<file path="config.mk">
export PLATFORM = sky130hd
export DESIGN_NAME = entropy_health_monitor
export DESIGN_NICKNAME = d
export VERILOG_FILES = /design/src/rtl/ehm_pkg.sv /design/src/rtl/ehm_run_tracker.sv /design/src/rtl/ehm_block_stats.sv /design/src/rtl/ehm_stuck_word.sv /design/src/rtl/entropy_health_monitor.sv
export SDC_FILE = /design/constraint.sdc
export NUM_CORES = 1
export LEC_CHECK = 0
export BUFFER_PORTS_ARGS = -buffer_cell sky130_fd_sc_hd__clkbuf_2
export CORE_MARGIN = 1
export CORE_UTILIZATION = 45
export CTS_CLUSTER_DIAMETER = 120
export DETAILED_ROUTE_END_ITERATION = 16
export PLACE_DENSITY = 0.69
export RECOVER_POWER = 100
export SETUP_SLACK_MARGIN = 0.2
export SYNTH_ARGS = -nofsm -noshare
export SYNTH_HDL_FRONTEND = slang
export SYNTH_SLANG_ARGS = --single-unit
</file>
<file path="constraint.sdc">
create_clock -name clk -period 7.1 [get_ports clk]
set_input_delay 0.355 -clock clk [delete_from_list [all_inputs] [get_ports clk]]
set_output_delay 0.355 -clock clk [all_outputs]
set_load 0.02 [all_outputs]
</file>
<file path="src/rtl/ehm_pkg.sv">
package ehm_pkg;
   localparam int NIB_W     = 4;
   localparam int NUM_CELLS = 1 << NIB_W;

   typedef struct packed {
      logic done;
      logic mono_bad;
      logic poker_bad;
   } blk_verdict_t;
endpackage

</file>
<file path="src/rtl/ehm_run_tracker.sv">
module ehm_run_tracker #(
   parameter int LONG_RUN  = 34,
   parameter int NOISE_RUN = 48
) (
   input  logic clk,
   input  logic rst_n,
   input  logic flush,
   input  logic stb,
   input  logic bit_in,
   output logic long_hit,
   output logic noise_hit
);
   localparam int RW = $clog2(NOISE_RUN + 1);

   logic          last_q;
   logic [RW-1:0] len_q;
   logic [RW-1:0] len_nx;
   logic          same;

   assign same   = (len_q != '0) && (bit_in == last_q);
   assign len_nx = !same ? RW'(1) :
                   (len_q == RW'(NOISE_RUN)) ? len_q : len_q + RW'(1);

   always_ff @(posedge clk or negedge rst_n) begin
      if (!rst_n) begin
         last_q    <= 1'b0;
         len_q     <= '0;
         long_hit  <= 1'b0;
         noise_hit <= 1'b0;
      end else if (flush) begin
         last_q    <= 1'b0;
         len_q     <= '0;
         long_hit  <= 1'b0;
         noise_hit <= 1'b0;
      end else begin
         long_hit  <= stb && (len_nx == RW'(LONG_RUN))  && (len_q != RW'(LONG_RUN));
         noise_hit <= stb && (len_nx == RW'(NOISE_RUN)) && (len_q != RW'(NOISE_RUN));
         if (stb) begin
            last_q <= bit_in;
            len_q  <= len_nx;
         end
      end
   end
endmodule

</file>
<file path="src/rtl/ehm_block_stats.sv">
module ehm_block_stats
   import ehm_pkg::*;
#(
   parameter int BLOCK_BITS  = 20000,
   parameter int MONO_LO     = 9654,
   parameter int MONO_HI     = 10346,
   parameter int CELL_LO     = 214,
   parameter int CELL_HI     = 411,
   parameter int PK_LO_CENTI = 103,
   parameter int PK_HI_CENTI = 5740
) (
   input  logic clk,
   input  logic rst_n,
   input  logic flush,
   input  logic stb,
   input  logic bit_in,
   output logic done,
   output logic mono_fail,
   output logic poker_fail
);
   localparam int NIBBLES = BLOCK_BITS / NIB_W;
   localparam int PW      = $clog2(BLOCK_BITS + 1);
   localparam int CW      = $clog2(NIBBLES + 1);
   localparam longint unsigned NN = longint'(NIBBLES) * longint'(NIBBLES);
   localparam int SW      = $clog2(NN + 1);
   localparam int SCW     = SW + 11;
   localparam longint unsigned LO_L = 100 * NN + longint'(NIBBLES) * longint'(PK_LO_CENTI);
   localparam longint unsigned HI_L = 100 * NN + longint'(NIBBLES) * longint'(PK_HI_CENTI);
   localparam logic [SCW-1:0] LO_S = SCW'(LO_L);
   localparam logic [SCW-1:0] HI_S = SCW'(HI_L);

   logic [PW-1:0]                pos_q, ones_q, ones_nx;
   logic [NIB_W-2:0]             sh_q;
   logic [NUM_CELLS-1:0][CW-1:0] cell_q, cell_nx;
   logic [SW-1:0]                sq_q, sq_nx;
   logic [NIB_W-1:0]             nib;
   logic                         nib_end, last_bit;
   logic [CW-1:0]                cell_sel;
   logic [NUM_CELLS-1:0]         cell_bad;
   logic [SCW-1:0]               stat;
   blk_verdict_t                 verdict_q, verdict_nx;

   assign nib      = {sh_q, bit_in};
   assign nib_end  = (pos_q[1:0] == 2'b11);
   assign last_bit = (pos_q == PW'(BLOCK_BITS - 1));
   assign ones_nx  = ones_q + PW'(bit_in);
   assign cell_sel = cell_q[nib];
   assign sq_nx    = sq_q + (nib_end ? SW'({cell_sel, 1'b1}) : '0);

   for (genvar g = 0; g < NUM_CELLS; g++) begin : g_cell
      assign cell_nx[g]  = cell_q[g] + CW'(nib_end && (nib == NIB_W'(g)));
      assign cell_bad[g] = (cell_nx[g] < CW'(CELL_LO)) || (cell_nx[g] > CW'(CELL_HI));
   end

   assign stat = SCW'(sq_nx) * SCW'(1600);

   always_comb begin
      verdict_nx.done      = 1'b1;
      verdict_nx.mono_bad  = !((ones_nx > PW'(MONO_LO)) && (ones_nx < PW'(MONO_HI)));
      verdict_nx.poker_bad = !((stat > LO_S) && (stat < HI_S)) || (|cell_bad);
   end

   always_ff @(posedge clk or negedge rst_n) begin
      if (!rst_n) begin
         pos_q     <= '0;
         ones_q    <= '0;
         sh_q      <= '0;
         cell_q    <= '0;
         sq_q      <= '0;
         verdict_q <= '0;
      end else if (flush) begin
         pos_q     <= '0;
         ones_q    <= '0;
         sh_q      <= '0;
         cell_q    <= '0;
         sq_q      <= '0;
         verdict_q <= '0;
      end else begin
         verdict_q <= '0;
         if (stb) begin
            if (last_bit) begin
               verdict_q <= verdict_nx;
               pos_q     <= '0;
               ones_q    <= '0;
               sh_q      <= '0;
               cell_q    <= '0;
               sq_q      <= '0;
            end else begin
               pos_q  <= pos_q + PW'(1);
               ones_q <= ones_nx;
               sh_q   <= nib[NIB_W-2:0];
               cell_q <= cell_nx;
               sq_q   <= sq_nx;
            end
         end
      end
   end

   assign done       = verdict_q.done;
   assign mono_fail  = verdict_q.mono_bad;
   assign poker_fail = verdict_q.poker_bad;
endmodule

</file>
<file path="src/rtl/ehm_stuck_word.sv">
module ehm_stuck_word #(
   parameter int WORD_W = 32
) (
   input  logic              clk,
   input  logic              rst_n,
   input  logic              flush,
   input  logic              stb,
   input  logic [WORD_W-1:0] word_in,
   output logic              stuck
);
   logic [WORD_W-1:0] prev_q;
   logic              have_q;

   always_ff @(posedge clk or negedge rst_n) begin
      if (!rst_n) begin
         prev_q <= '0;
         have_q <= 1'b0;
         stuck  <= 1'b0;
      end else if (flush) begin
         prev_q <= '0;
         have_q <= 1'b0;
         stuck  <= 1'b0;
      end else begin
         stuck <= stb && have_q && (word_in == prev_q);
         if (stb) begin
            prev_q <= word_in;
            have_q <= 1'b1;
         end
      end
   end
endmodule

</file>
<file path="src/rtl/entropy_health_monitor.sv">
module entropy_health_monitor #(
   parameter int WORD_W      = 32,
   parameter int BLOCK_BITS  = 20000,
   parameter int LONG_RUN    = 34,
   parameter int NOISE_RUN   = 48,
   parameter int MONO_LO     = 9654,
   parameter int MONO_HI     = 10346,
   parameter int CELL_LO     = 214,
   parameter int CELL_HI     = 411,
   parameter int PK_LO_CENTI = 103,
   parameter int PK_HI_CENTI = 5740,
   parameter bit STUCK_EN    = 1'b1
) (
   input  logic              clk,
   input  logic              rst_n,
   input  logic              enable,
   input  logic              clear,
   input  logic              bit_valid,
   input  logic              bit_in,
   input  logic              word_valid,
   input  logic [WORD_W-1:0] word_in,
   output logic              long_run_fail,
   output logic              noise_run_fail,
   output logic              monobit_fail,
   output logic              poker_fail,
   output logic              stuck_fail,
   output logic              block_done
);
   logic flush, bit_stb, word_stb;

   initial begin
      if (BLOCK_BITS % 4 != 0 || BLOCK_BITS < 64)
         $error("block length must be a multiple of 4 and at least 64");
      if (LONG_RUN < 2 || LONG_RUN >= NOISE_RUN)
         $error("run limits must satisfy 2 <= long < noise");
      if (MONO_LO >= MONO_HI || CELL_LO > CELL_HI || PK_LO_CENTI >= PK_HI_CENTI)
         $error("lower bounds must lie below upper bounds");
   end

   assign flush    = clear || !enable;
   assign bit_stb  = bit_valid && !flush;
   assign word_stb = word_valid && !flush;

   ehm_run_tracker #(
      .LONG_RUN (LONG_RUN),
      .NOISE_RUN(NOISE_RUN)
   ) u_runs (
      .clk      (clk),
      .rst_n    (rst_n),
      .flush    (flush),
      .stb      (bit_stb),
      .bit_in   (bit_in),
      .long_hit (long_run_fail),
      .noise_hit(noise_run_fail)
   );

   ehm_block_stats #(
      .BLOCK_BITS (BLOCK_BITS),
      .MONO_LO    (MONO_LO),
      .MONO_HI    (MONO_HI),
      .CELL_LO    (CELL_LO),
      .CELL_HI    (CELL_HI),
      .PK_LO_CENTI(PK_LO_CENTI),
      .PK_HI_CENTI(PK_HI_CENTI)
   ) u_block (
      .clk       (clk),
      .rst_n     (rst_n),
      .flush     (flush),
      .stb       (bit_stb),
      .bit_in    (bit_in),
      .done      (block_done),
      .mono_fail (monobit_fail),
      .poker_fail(poker_fail)
   );

   if (STUCK_EN) begin : g_stuck
      ehm_stuck_word #(.WORD_W(WORD_W)) u_stuck (
         .clk    (clk),
         .rst_n  (rst_n),
         .flush  (flush),
         .stb    (word_stb),
         .word_in(word_in),
         .stuck  (stuck_fail)
      );
   end else begin : g_no_stuck
      logic unused_word;
      assign unused_word = word_stb ^ (|word_in);
      assign stuck_fail  = 1'b0;
   end
endmodule

</file>
* Word level (Yosys, flattened, before mapping) *
Cells that the tools add are included.

word-level totals
  register bits after elaboration = 312
  word-level logic and storage cells = 200

operators by class
  add/sub/neg operators = 20
  $mul = 1
  magnitude comparators = 37
  eq/ne operators = 24
  multiplexer cells = 34
  reduce and logical (&&, ||, !) cells = 54

operator list
  kind                                                             count
  2-to-1 mux 208 bit                                               3
  adder 13 x 1 -> 13 bit                                           16
  greater-than comparator 13 x 9 -> 1 bit, second input constant   16
  < comparator 13 x 8 -> 1 bit, second input constant              16
  2-to-1 mux 15 bit                                                6
  2-to-1 mux 25 bit                                                3
  2-to-1 mux 32 bit                                                2
  binary-select mux 13 bit (select 4 bit)                          1
  greater-than comparator 36 x 32 -> 1 bit, second input constant  1
  < comparator 36 x 32 -> 1 bit, second input constant             1
  equality test 32 bit                                             1
  equality test 4 bit, second input constant                       8
  multiplier 25 x 5 -> 30 bit, second input constant               1
  logical AND 1 bit                                                27
  adder 25 bit                                                     1
  2-to-1 mux 6 bit                                                 4
  equality test 6 bit, second input constant                       3
  logical OR 1 bit                                                 18
  2-to-1 mux 3 bit                                                 6
  equality test 4 x 3 -> 1 bit, second input constant              4
  OR reduction 16 bit                                              1
  adder 15 x 1 -> 15 bit                                           1
  adder 15 x 1 -> 15 bit, second input constant                    1
  equality test 15 bit, second input constant                      1
  other kinds (16)                                                 28

* Logic depth before layout (Yosys ltp) *
  word-level depth = 12
  depth in mapped cells = 37
  gate-level depth less buffers = 33

* Modules after synthesis *
Synthesis repeated with hierarchy kept, for this count alone.

second synthesis, totals
  cell total of the unflattened synthesis = 3,090
  area, all modules = 25,575.8 sq um

modules (own cells, without submodules)
  module                  times used  cells each  area an instance (sq um)
  ehm_block_stats         1           2,856       23,186.0
  ehm_stuck_word          1           153         1,701.6
  ehm_run_tracker         1           78          664.4
  entropy_health_monitor  1           3           23.8

* Worst setup path after synthesis *
Ideal clock, no wire load.

  path kind = input to register
  start = input port bit_in
  end = register u_block.verdict_q, in the netlist u_block.poker_fail
  library setup time = 0.142 ns
  arrival = 7.874 ns
  data required time = 6.958 ns
  setup slack = -0.916 ns
  cell stages on the path = 32
  cells stage by stage = clkbuf_1 > clkbuf_1 > mux4_2 > mux4_2 > and2_1 > ha_1 > a21oi_1 > o21ai_1 > a31oi_1 > o2111ai_1 > a31oi_1 > nor2b_1 > o21ai_1 > buf_2 > nor2_1 > xnor2_1 > ha_1 > ha_1 > inv_1 > fa_1 > inv_1 > ha_1 > nor2b_1 > o2bb2ai_1 > a2111oi_0 > nand4_1 > nor4b_1 > and4_4 > and4_4 > nand4_1 > nor4_1 > a41oi_1

between the ends
  word-level cells in the longest chain between the ends = 12
  elaborated cells between the ends (all ways) = 110
  those cells by class = add/sub (17); mul (1); order compare (34); eq/ne (15); mux (6); reduce/logical (37)

RTL lines
  what                                                                                              line                          source
  from (decl)                                                                                       entropy_health_monitor.sv:19  input logic bit_in,
  binary-select mux 13 bit (select 4 bit)                                                           ehm_block_stats.sv:47         assign cell_sel = cell_q[nib];
  2-to-1 mux 13 bit (implied by the code)                                                           ehm_block_stats.sv:47
  2-to-1 mux 14 bit                                                                                 ehm_block_stats.sv:48         assign sq_nx = sq_q + (nib_end ? SW'({cell_sel, 1'b1}) : '0);
  adder 25 bit                                                                                      ehm_block_stats.sv:48
  multiplier 25 x 5 -> 30 bit                                                                       ehm_block_stats.sv:55         assign stat = SCW'(sq_nx) * SCW'(1600);
  greater-than comparator 36 x 32 -> 1 bit / < comparator 36 x 32 -> 1 bit (equally long branches)  ehm_block_stats.sv:60         verdict_nx.poker_bad = !((stat > LO_S) && (stat < HI_S)) || (|cell_bad);
  logical AND 1 bit                                                                                 ehm_block_stats.sv:60
  logical NOT 1 bit                                                                                 ehm_block_stats.sv:60
  logical OR 1 bit (*)                                                                              ehm_block_stats.sv:60
  2-to-1 mux 3 bit (*)                                                                              ehm_block_stats.sv:81         if (last_bit) begin
  2-to-1 mux 3 bit (*)                                                                              ehm_block_stats.sv:80         if (stb) begin
  2-to-1 mux 3 bit (*)                                                                              ehm_block_stats.sv:71         end else if (flush) begin
  to (signal assigned)                                                                              ehm_block_stats.sv:82         verdict_q <= verdict_nx;
  to (decl)                                                                                         ehm_block_stats.sv:41         blk_verdict_t verdict_q, verdict_nx;

Every way passes the cells marked *; elsewhere a longest branch is shown, timed or not. The select of a mux whose other input is x is not followed.
A chain may end at the register's enable or synchronous reset.

* Worst setup path after layout *
  start = register u_block.sh_q[0]
  end = register u_block.verdict_q, in the netlist u_block.poker_fail

between the ends
  word-level cells in the longest chain between the ends = 12
  elaborated cells between the ends (all ways) = 110
  those cells by class = add/sub (17); mul (1); order compare (34); eq/ne (15); mux (6); reduce/logical (37)

RTL lines
  what                                                                                              line                   source
  from (decl)                                                                                       ehm_block_stats.sv:33  logic [NIB_W-2:0] sh_q;
  from (signal assigned)                                                                            ehm_block_stats.sv:91  sh_q <= nib[NIB_W-2:0];
  binary-select mux 13 bit (select 4 bit)                                                           ehm_block_stats.sv:47
  2-to-1 mux 13 bit (implied by the code)                                                           ehm_block_stats.sv:47
  2-to-1 mux 14 bit                                                                                 ehm_block_stats.sv:48
  adder 25 bit                                                                                      ehm_block_stats.sv:48
  multiplier 25 x 5 -> 30 bit                                                                       ehm_block_stats.sv:55
  greater-than comparator 36 x 32 -> 1 bit / < comparator 36 x 32 -> 1 bit (equally long branches)  ehm_block_stats.sv:60
  logical AND 1 bit                                                                                 ehm_block_stats.sv:60
  logical NOT 1 bit                                                                                 ehm_block_stats.sv:60
  logical OR 1 bit (*)                                                                              ehm_block_stats.sv:60
  2-to-1 mux 3 bit (*)                                                                              ehm_block_stats.sv:81
  2-to-1 mux 3 bit (*)                                                                              ehm_block_stats.sv:80
  2-to-1 mux 3 bit (*)                                                                              ehm_block_stats.sv:71

Marks and branches as above.

==> summary.md <==
| Metric | Value |
|---|---|
| Leak | 0.0130 µW |
| IO buf count | between 40 and 50 |
| Post-DP HPWL | 59.1 mm |
| GRT Total Usage | 0.284 |
| CTS Buf Count | 40 |
| RSZ-0062 raised after global routing | yes |
| Post-synthesis compound-gate area fraction | 0.213 |
| H-tree lvl count | 2 |
| Sequential share of the synthesized area | 0.303 |
| Arrival time at the worst endpoint | 7.43 ns |
| Largest area contributor in the netlist | dfrtp_1 |
| Rows | 87 |
| First-pass detailed-route iteration total | 6 |
| Avg Cell Area, Syn | 8.11 µm² |
| Die area | 58300 µm² |
| Simple-gate portion of the synthesized area | 0.212 |
| Largest net degree at the start of global routing | 164 |
| Crit Path Category | reg2reg |
| Xor/xnor share of the synthesized area | 0.0550 |
| Vias/cell | 6.08 |
| CTS Buffer Depth | 3 |
| Synth top area cells | dfrtp_1 30%, o21ai_0 7.8%, nand2_1 6.6% |
| Worst Hold Class | in2reg |
| Syn Inst Count | 3179 |
| Post-synth EDFFs | 0 |
| Max Clk Rate | 143 MHz |
| Max stage delay on crit path | around 0.55 ns |
| Most frequent cells after synthesis | 456 x nand2_1, 404 x o21ai_0, 312 x dfrtp_1 |
| Syn_nets | 3370 |
| Total of max-cap violations | 6 |
| Final GP Congestion | 1.01 |
| Gr busiest metal | met2 |
| Clock insertion delay at the later pin of the skew report | a little under 0.6 ns |
| Top cell type's share of synthesized area | 0.303 |
| Clk pin slew, worst setup/hold paths | 0.06 ns |
| Fin nets | 3471 |
| Worst-margin pin slew | 4.88 ns |
| Global-route wire length before repair | 129 mm |
| Maximum net fanout on the critical path | 18 |
| DRC | 0 |
| Async SR Flop Fraction | 1.00 |
| Failing checks | max-capacitance violations, max-slew violations |
| Vias in the first global route | 22.4k |
| Largest family of logic cells by synthesized area | compound AO/OA/AOI/OAI gates |
| Run status | complete, but fails checks |
| Area share of fa/ha/maj cells after synthesis | 0.0803 |
| Die width | roughly 240 µm |
| Count of final max-slew check failures | 540 |
| Crit path max-delay cell type | or4_4 |
| Mapped Area | 25800 µm² |
| Share of post-route cells with drive strength above 1 | 0.171 |
| TritonCTS Sinks | about 310 |
| Critical Path Source Type | flip-flop |
| Setup violators final | 0 |
| Grt met1 use | 0.395 |
| Final ANT Viol Nets | 0 |
| Tmin final | 7.01 ns |
| Post-synth cell types | 94 |
| Core region area | 56500 µm² |
| Fin crit share | 0.987 |
| Ys Warns | 0 |
| Initial antenna violation count | 0 |
| Multiplexer share of the synthesized area | 0.0717 |
| Clk_skew | slightly above 0.03 ns |
| Met2 usage | 0.431 |
| CTS tree | done |
| GRT overflow | 0 |
| CTS root buffer | clkbuf_16 |
| Power Density | 140 nW/µm² |
| Met3 Track Usage GR | 0.0531 |
| Fin util | 0.533 |
| Layout area overhead | 16.9% |
| Via count | 24.7k |
| 1st-iter DRT viols | ~2.8k |
| I/O pin count | 45 |
| Post-Route WL | ~83 mm |
| Pre-CTS WS | -0.602 ns |
| Initial core utilization | 0.456 |
| Final hold vios | 0 |
| Count leader, synth | nand2_1 |
| Worst slew margin | -2.25 |
| Worst setup EP type | flip-flop |
| Ant. Diodes | 0 |
| Top FF cell, synth | dfrtp_1 |
| Routed len/inst | 20.4 µm |
| Setup TNS | 0 ns |
| Worst Path Required | 7.52 ns |
| Peak supply drop | 127 µV |
| Yosys reg bits | 312 |
| Post-route worst setup slack | 0.0944 ns |
| Die H | 241 µm |
per-stage QoR:
step | hold WS [ns] | power [µW] | std cells | cell area, µm²
6_report | 0.0385 | 4220 | 4066 | 30100
3_5_place_dp | 0.481 | 2100 | 3968 | 27900
5_1_grt | 0.0563 | 4360 | 4066 | 30100
3_3_place_gp | 0.475 | 2100 | 3968 | 27900
4_1_cts | 0.0208 | 4250 | 4063 | 30000
2_1_floorplan | 0.0594 | 1990 | 3179 | 25900
critical path, delay by kind of cell (launching register included):
family                     cells  cell delay (ns)
AOI/OAI and AO/OA              9             1.40
xor gates and xnor gates       2             0.22
adders and majority gates      5             1.44
buffers and inverters          8             0.89
DFF                            1             0.50
muxes                          2             0.87
and+or+nand+nor                4             1.50
final cells by class:
class | instances | area [µm²]
Sequential cell | 312 | 7810
Clock inverter | 14 | 161
Timing Repair Buffer | 318 | 2400
Clock buffer | 58 | 1210
Inverter | 145 | 547
Tap cell | 756 | 946
Fill cell | 5121 | 26400
Multi-Input combinational cell | 2463 | 17100
repair_timing:
action	4_1_cts	5_1_grt
gates resized for setup	108	28
gates cloned	1	0
pin swaps	74	30
hold endpoints to repair	94	0
endpoints found under the setup margin	1	1
buffers inserted	21	3
hold buffers	1	0
path summary, 6_finish.rpt:
check / startpoint / end / slack, ns / cells past startpoint
max in group asynchronous: rst_n / u_block.sq_q[14] / 1.40 / 3
max reg2reg: u_block.sh_q[0] / u_block.poker_fail / 0.09 / 30
max: u_block.sh_q[0] / u_block.poker_fail / 0.09 / 30
min in group asynchronous: rst_n / u_block.cell_q[154] / 2.33 / 2
min: word_in[27] / g_stuck.u_stuck.prev_q[27] / 0.04 / 3
min reg2reg: u_block.pos_q[14] / u_block.pos_q[14] / 0.51 / 1
registers in the layout, summed over array words and instances, names as in the netlist:
name                    count
u_runs.len_q                6
u_block.pos_q              15
u_block.sq_q               25
u_runs.last_q               1
u_runs.long_hit             1
u_block.poker_fail          1
u_block.sh_q                3
g_stuck.u_stuck.stuck       1
u_block.cell_q            208
g_stuck.u_stuck.have_q      1
u_block.mono_fail           1
u_block.ones_q             15
g_stuck.u_stuck.prev_q     32
u_runs.noise_hit            1
u_block.done                1
cell usage in the layout (no fill, tap or decap), types with 20 or more instances in the layout:
cell / count
fa_1: 20
nor3_1: 49
nand3_1: 130
a22o_1: 48
ha_4: 20
xor2_1: 61
mux4_2: 63
clkbuf_2: 39
mux2i_1: 37
nand4_1: 63
ha_1: 109
a21oi_1: 123
and3_1: 67
o21ai_0: 401
nand2_1: 454
and2_1: 36
inv_1: 138
xnor2_1: 93
clkbuf_16: 41
o31ai_1: 62
buf_4: 252
nor2_1: 180
dfrtp_1: 310
a31oi_1: 44
nor4_1: 33
per-layer routing:
layer,vias to the layer above,part of all wire
met5,-,0
li1,11700,-
met1,11900,0.43
met4,0,0.042
met3,163,0.081
met2,955,0.45
report_power, final:
part	switching, µW	leakage (µW)	internal, µW
Sequential	7.69	0.00434	1790
Clock	874	0.000676	1260
Combinational	185	0.00803	107
kinds of logic (layout without fill, tap and decap cells):
| logic type | Yosys count | in the layout |
|---|---|---|
| AND/OR/NAND/NOR | 1145 | 1145 |
| AO/OA/AOI/OAI | 899 | 899 |
| buffers and inverters | 404 | 535 |
| flip-flops | 312 | 312 |
| XOR/XNOR | 162 | 162 |
| adder cells (fa/ha/maj) | 153 | 153 |
| multiplexers | 104 | 104 |
No activity file was read; power rests on OpenSTA's default activity.
